==> config.mk <==
export PLATFORM = sky130hd
export DESIGN_NAME = core_runstate_ctrl
export DESIGN_NICKNAME = d
export VERILOG_FILES = /design/src/rtl/rcc_pkg.sv /design/src/rtl/rcc_start_edge.sv /design/src/rtl/rcc_drain_cnt.sv /design/src/rtl/rcc_out_map.sv /design/src/rtl/core_runstate_ctrl.sv
export SDC_FILE = /design/constraint.sdc
export NUM_CORES = 1
export LEC_CHECK = 0
export ABC_AREA = 1
export BUFFER_PORTS_ARGS = -buffer_cell sky130_fd_sc_hd__buf_2
export CAP_MARGIN = 20
export CELL_PAD_IN_SITES_DETAIL_PLACEMENT = 0
export CELL_PAD_IN_SITES_GLOBAL_PLACEMENT = 1
export CORE_MARGIN = 2
export CORE_UTILIZATION = 33
export DETAILED_ROUTE_END_ITERATION = 16
export PLACE_DENSITY_LB_ADDON = 0.12
export SLEW_MARGIN = 5
export SYNTH_ARGS = -nofsm -noshare
export SYNTH_HDL_FRONTEND = slang
export SYNTH_SLANG_ARGS = --single-unit
==> constraint.sdc <==
create_clock -name clk -period 1.2 [get_ports clk]
set_input_delay 0.06 -clock clk [delete_from_list [all_inputs] [get_ports clk]]
set_output_delay 0.06 -clock clk [all_outputs]
set_load 0.05 [all_outputs]
==> src/rtl/rcc_pkg.sv <==
package rcc_pkg;

    typedef enum logic [1:0] {
        RC_RUN   = 2'b00,
        RC_DRAIN = 2'b01,
        RC_HIBER = 2'b10,
        RC_HALT  = 2'b11
    } rc_state_e;

    typedef struct packed {
        rc_state_e st;
        logic      hib;
        logic      err;
    } rc_ctl_t;

endpackage

==> src/rtl/rcc_start_edge.sv <==
module rcc_start_edge (
    input  logic clk,
    input  logic rst_n,
    input  logic wr,
    input  logic val,
    output logic rise
);
    logic lvl_d, lvl_q;

    always_comb begin
        lvl_d = wr ? val : lvl_q;
        rise  = wr & val & ~lvl_q;
    end

    always_ff @(posedge clk or negedge rst_n) begin
        if (!rst_n) lvl_q <= 1'b0;
        else        lvl_q <= lvl_d;
    end
endmodule

==> src/rtl/rcc_drain_cnt.sv <==
module rcc_drain_cnt #(
    parameter int LEN_W = 8
) (
    input  logic             clk,
    input  logic             rst_n,
    input  logic             load,
    input  logic             dec,
    input  logic             blk_en,
    input  logic [LEN_W-1:0] blk_len,
    output logic             last
);
    localparam logic [LEN_W-1:0] ONE  = LEN_W'(1);
    localparam logic [LEN_W-1:0] ZERO = '0;

    logic [LEN_W-1:0] cnt_d, cnt_q;

    always_comb begin
        cnt_d = cnt_q;
        if (load) begin
            cnt_d = (blk_en && blk_len != ZERO) ? blk_len : ONE;
        end else if (dec && cnt_q != ZERO) begin
            cnt_d = cnt_q - ONE;
        end
        last = (cnt_q == ONE);
    end

    always_ff @(posedge clk or negedge rst_n) begin
        if (!rst_n) cnt_q <= ZERO;
        else        cnt_q <= cnt_d;
    end
endmodule

==> src/rtl/rcc_out_map.sv <==
module rcc_out_map
    import rcc_pkg::*;
(
    input  rc_state_e st,
    output logic      irq_mask,
    output logic      force_nop,
    output logic      core_clk_en
);
    always_comb begin
        irq_mask    = (st != RC_RUN);
        force_nop   = (st == RC_HIBER) || (st == RC_HALT);
        core_clk_en = (st != RC_HALT);
    end
endmodule

==> src/rtl/core_runstate_ctrl.sv <==
module core_runstate_ctrl
    import rcc_pkg::*;
#(
    parameter int LEN_W = 8
) (
    input  logic             clk,
    input  logic             rst_n,
    input  logic             hib_wr,
    input  logic             hib_val,
    input  logic             stop_wr,
    input  logic             stop_val,
    input  logic             start_wr,
    input  logic             start_val,
    input  logic             frame_done,
    input  logic             blk_en,
    input  logic [LEN_W-1:0] blk_len,
    output logic             irq_mask,
    output logic             force_nop,
    output logic             core_clk_en,
    output logic [1:0]       run_state,
    output logic             seq_err
);
    rc_ctl_t ctl_d, ctl_q;
    logic    start_rise;
    logic    cnt_load, cnt_dec, cnt_last;
    logic    hib_set, hib_clr, stop_cmd;

    rcc_start_edge u_start (
        .clk  (clk),
        .rst_n(rst_n),
        .wr   (start_wr),
        .val  (start_val),
        .rise (start_rise)
    );

    rcc_drain_cnt #(.LEN_W(LEN_W)) u_cnt (
        .clk    (clk),
        .rst_n  (rst_n),
        .load   (cnt_load),
        .dec    (cnt_dec),
        .blk_en (blk_en),
        .blk_len(blk_len),
        .last   (cnt_last)
    );

    always_comb begin
        hib_set  = hib_wr & hib_val;
        hib_clr  = hib_wr & ~hib_val;
        stop_cmd = stop_wr & stop_val;
        ctl_d    = ctl_q;
        cnt_load = 1'b0;
        cnt_dec  = 1'b0;
        if (hib_wr) ctl_d.hib = hib_val;
        unique case (ctl_q.st)
            RC_RUN: begin
                if (stop_cmd) ctl_d.err = 1'b1;
                if (hib_set) begin
                    ctl_d.st = RC_DRAIN;
                    cnt_load = 1'b1;
                end
            end
            RC_DRAIN: begin
                if (stop_cmd) ctl_d.err = 1'b1;
                if (hib_clr) begin
                    ctl_d.st = RC_RUN;
                end else if (frame_done) begin
                    cnt_dec = 1'b1;
                    if (cnt_last) ctl_d.st = RC_HIBER;
                end
            end
            RC_HIBER: begin
                if (stop_cmd)     ctl_d.st = RC_HALT;
                else if (hib_clr) ctl_d.st = RC_RUN;
            end
            RC_HALT: begin
                if (start_rise) ctl_d.st = ctl_d.hib ? RC_HIBER : RC_RUN;
            end
            default: ctl_d.st = RC_HALT;
        endcase
    end

    always_ff @(posedge clk or negedge rst_n) begin
        if (!rst_n) begin
            ctl_q.st  <= RC_HALT;
            ctl_q.hib <= 1'b1;
            ctl_q.err <= 1'b0;
        end else begin
            ctl_q <= ctl_d;
        end
    end

    rcc_out_map u_map (
        .st         (ctl_q.st),
        .irq_mask   (irq_mask),
        .force_nop  (force_nop),
        .core_clk_en(core_clk_en)
    );

    assign run_state = ctl_q.st;
    assign seq_err   = ctl_q.err;
endmodule

==> Word level (Yosys, flattened, before mapping) <==
Cells that the tools add are included.
W data, S select, Z words.
{ "totals": {"word_cells": 52, "inputBits": 18, "reg_bits": 13} }
{ "classes": {"n_addsub": 1, "bitwise": 7, "n_reduce_logical": 11, "eq_ne": 10, "mux": 18} }
{ "ops": {"columns": ["cell", "count"], "rows": [
  ["$mux W8", 3],
  ["$mux W2", 8],
  ["$reduce_bool A8 Y1", 2],
  ["$ne A3 B3 Y1 const B", 3],
  ["$eq A8 B1 Y1 const B", 1],
  ["$pmux W2 S4", 1],
  ["$sub A8 B1 Y8 const B", 1],
  ["$mux W1", 6],
  ["$ne A2 B2 Y1 const B", 3],
  ["$and A1 B1 Y1", 5],
  ["$reduce_and A5 Y1", 1],
  ["$eq A2 B2 Y1 const B", 2],
  ["$reduce_bool A2 Y1", 2],
  ["$eq A2 B1 Y1 const B", 1],
  ["$logic_and A1 B1 Y1", 2],
  ["$logic_not A2 Y1", 1],
  ["$not A1 Y1", 2],
  ["$reduce_and A2 Y1", 1],
  ["$reduce_or A2 Y1", 1],
  ["$logic_or A1 B1 Y1", 1]
]} }

==> Longest topological paths before layout <==
{ "depth": {"ltp_word": 7, "ltp_mapped": 9} }

==> Modules after synthesis <==
A second synthesis with hierarchy kept.
{ "unflattened": {"hier_cells": 173, "area_unflattened_um2": 1138.6} }
{ "modules_own_cells": {"columns": ["mod", "area_per_inst_um2", "cells_per_inst", "instances", "seq_area_each_um2"], "rows": [
  ["rcc_drain_cnt", 752.0, 113, 1, 200.2],
  ["core_runstate_ctrl", 321.6, 49, 1, 103.8],
  ["rcc_start_edge", 46.3, 6, 1, 25.0],
  ["rcc_out_map", 18.8, 5, 1, 0.0]
]} }

==> Worst setup path before layout <==
No wires, ideal clock.
{ "synth_path": {"path_kind": "flip-flop to output port", "startpoint": "register, netlist name run_state[1]", "endpoint": "output force_nop", "required_time_ns": 1.140, "stages_incl_launch_ff": 3, "path_buffers": 2, "slack_ns": -0.356, "arrival_ns": 1.496, "path_cell_list": "dfstp_2 -> buf_6 -> dlygate4sd3_1"} }
{ "synth_between": {"elab_chain_cells": 2} }
{ "synth_lines": {"columns": ["element", "line", "source"], "rows": [
  ["$eq A2 B2 Y1", "rcc_out_map.sv:11", "force_nop = (st == RC_HIBER) || (st == RC_HALT);"],
  ["$logic_or A1 B1 Y1 (*)", "rcc_out_map.sv:11", null],
  ["end, declared", "core_runstate_ctrl.sv:18", "output logic force_nop,"]
]} }
Mark *: on every way between the ends. The rest lies on a longest branch, timed or not.

==> Worst setup path after layout <==
{ "layout_path": {"startpoint": "register, netlist name run_state[0]", "endpoint": "register u_cnt.cnt_q[0]"} }
{ "layout_between": {"elab_chain_cells": 4} }
{ "layout_lines": {"columns": ["element", "line", "source"], "rows": [
  ["$eq A2 B1 Y1", "core_runstate_ctrl.sv:54", "unique case (ctl_q.st)"],
  ["$mux W1", "core_runstate_ctrl.sv:54", null],
  ["$logic_and A1 B1 Y1", "rcc_drain_cnt.sv:21", "end else if (dec && cnt_q != ZERO) begin"],
  ["$reduce_bool A2 Y1 (no line)", null, null],
  ["end signal, assigned", "rcc_drain_cnt.sv:29", "else cnt_q <= cnt_d;"],
  ["end, declared", "rcc_drain_cnt.sv:15", "logic [LEN_W-1:0] cnt_d, cnt_q;"]
]} }
Several ways; a longest one is shown, not always the timed one.
A chain may end at the register's enable or synchronous reset.

==> flow_summary.ini <==
[worst_setup_path]
critical-path-top-delay-family = simple AND/OR/NAND/NOR gates
required_ps = 1420
path_max_fanout = 8
cp-startpoint = run_state[0]
slowest_delay_ps = 620
slowest_stage = dfstp_2
r2r.worst_path.cells = 6
path_class = register to register
start_kind = register
critPathCapture = u_cnt.cnt_q[0]
crit_buf_inv = 0
cp.arrival_ps = 1540
r2r-end = u_cnt.cnt_q[0]
cp_cell_sequence = nand3_4 > nor2_4 > nand2_4 > nand2_8 > nand3_2 > nand2_1
end_kind = register
critical_path_depth = 6
r2r_start = run_state[0]
r2r_slack_ps = -110

[detailed_routing]
dr.pass1.iters = 4
drc = 0
wl_per_cell_um = 12.1
vias = 1119
postRouteAntennaNets = 0
routed_via_density = 4.59
drtIter0Drc = 37
routed_wirelength_um = 2960

[floorplan]
fp-row-count = 20
die-area_um2 = 3660
dieWidth_um = 60.5
core_area_um2 = 3050
pin_count = 24
die_height_um = 60.5
start_util_pct = 34.5

[layout]
num-nets-final = 222
fill_cells = 316
drive_gt1_share_pct = 46.0
final_util_pct = 51.4
n_antenna_cell = 0
area_growth_pct = 49.2

[status]
status = finished with violations
violations = setup timing

[logic_synthesis]
yosysSeqAreaShare_pct = 31.3
synthDominantCellAreaShare_pct = 23.8
synthTopCellsByArea = dfrtp_1 (24%), nand2_1 (16%), nand3_1 (11%), dfstp_2 (7.5%), inv_1 (7.5%)
synth-seq-cells = 13
syn_area_um2 = 1050
synth_top_cell_by_area = dfrtp_1
yosysWarnings = 0
syn_nets = 173
synthDistinctLibCells = 23
syn_inst = 152
syn_area_per_cell_um2 = 6.92

[sta]
setup_violations = 15
clock.fmax_mhz = 761
slew_viol_final = 0
min_period_over_period_pct = 110
final.min_clock_period_ps = 1310
tightest_slew_ps = 331
finalHoldViolCount = 0
rsz0062_at_grt = true
skew_ps = 6.51
relSlewSlack_pct = 78.0
fin_ws_ps = -114

[clock_network]
clk_pin_slew_ps = 90
clk_latency_ps = 280
clock_path_buffers = 2
clock-sinks = 13
ctsHtreeMaxLevel = 1
cts_tree = done
cts_made_buffers = 3
clockRootBuffer = clkbuf_4

[power]
power_leakage_nw = 0.837
ir_worst_vdd_uv = 1070
p_per_area_nw_per_um2 = 2400
power.total_mw = 3.77

[hold_path]
whs_path_depth = 4
hp-class = input port to register

[place]
post-dp-hpwl_um = 2050
port_buffers = 23
place_congestion = 0.825

[job]
drv_cap = 0

[global_routing]
grt_use_total_pct = 17.9
grt_overflow_total = 0
antenna_found_initial = 0
grt_pass1_wl_um = 4910
grt_pass1_vias = 1079
grt_start_max_net_pins = 14
==> tightest hold or removal path: stages <==
cell     delay (ps)
buf_2            90
inv_1            40
nand2_1          50
nand2_1          60
==> logic make-up after synthesis <==
| logic type | count (synthesis) | synth area share, % |
|---|---|---|
| AO/OA/AOI/OAI | 9 | 5.11 |
| buffers and inverters | 28 | 12.7 |
| AND/OR/NAND/NOR | 99 | 47.3 |
| adder cells (fa/ha/maj) | 3 | 3.57 |
| flip-flops | 13 | 31.3 |
==> what timing repair did <==
item                       in CTS  in global routing
setup buffers                  10                  2
hold endpoints to repair       14                  0
gates resized for setup        33                 20
setup endpoints to repair      15                 15
pin swaps                      15                 14
hold buffers                    2                  0
==> state kept, by name, indices dropped and copies added (netlist names) <==
name and cells:
run_state 2, u_start.lvl_q 1, ctl_q 1, u_cnt.cnt_q 8, seq_err 1
==> cell type report <==
cell class,count,area (um^2),share of cell area [%]
clock buffer,4,26.3,1.67
inverter,23,86.3,5.50
multi-input combinational,111,699,44.5
sequential,13,329,21.0
tap,44,55.1,3.51
timing repair buffer,49,374,23.8
==> routing by layer <==
metal / wire (um) / track usage, %
met3: 93 / 3.84
met1: 1360 / 24.2
met5: 0 / 0
met4: 0 / 1.86
met2: 1510 / 30.6
==> cell usage in the layout, fill, tap and decap left out <==
cell type,count
ha_2,1
nand3_1,21
nand2_8,2
nor2_1,9
nand4_1,6
nand2_2,9
o21ai_0,2
o21bai_1,3
clkbuf_4,3
clkbuf_1,1
nor2_2,5
ha_4,2
a31oi_1,1
inv_2,7
dfstp_2,3
nor2_8,1
or2_2,1
o21ai_2,1
dfrtp_1,10
buf_8,4
nand2_4,2
nand3_2,3
dlygate4sd3_1,2
buf_2,19
buf_4,19
nor2_4,4
nand3_4,1
o21ai_1,2
nand2_1,35
inv_1,16
buf_6,5
==> Yosys cell counts <==
library cell and n:
inv_1 21, nand2_1 45, nand4_1 6, nor2_1 14
o21ai_0 4, nand2_4 2, or2_2 1, buf_6 2
nand3_2 1, o21ai_1 1, o21bai_1 3, nand2_8 1
nor2_8 1, dlygate4sd3_1 1, inv_2 2, nor2_2 1
nand3_1 24, ha_1 3, dfstp_2 3, nor2_4 3
dfrtp_1 10, buf_4 2, a31oi_1 1
==> worst min path at each step <==
stage	from	to	slack, ps
2_1_floorplan	rst_n	seq_err	-240
3_3_place_gp	rst_n	seq_err	-20
3_5_place_dp	rst_n	seq_err	-20
4_1_cts	start_val	u_start.lvl_q	10
5_1_grt	hib_wr	ctl_q[1]	30
6_report	hib_wr	ctl_q[1]	20
==> per-stage QoR <==
stage | cells | worst slack [ps] | setup TNS [ps] | cell area (um^2) | hold WS, ps
after floorplan | 152 | -25.0 | -141 | 1060 | -236
after global placement | 226 | -132 | -1100 | 1270 | -21.3
after detailed placement | 226 | -138 | -1190 | 1270 | -19.2
after CTS | 242 | -109 | -952 | 1490 | 11.0
after global routing | 244 | -182 | -2140 | 1570 | 26.1
final | 244 | -114 | -1160 | 1570 | 19.1
==> where the power goes <==
group / total [mW] / switching (mW) / leakage, nW / internal [mW]
Clock: 0.290 / 0.161 / 0.0150 / 0.129
Combinational: 2.67 / 1.48 / 0.667 / 1.19
Sequential: 0.813 / 0.195 / 0.155 / 0.618
Total: 3.77 / 1.83 / 0.837 / 1.94
Power figures use the tool's default switching activity.
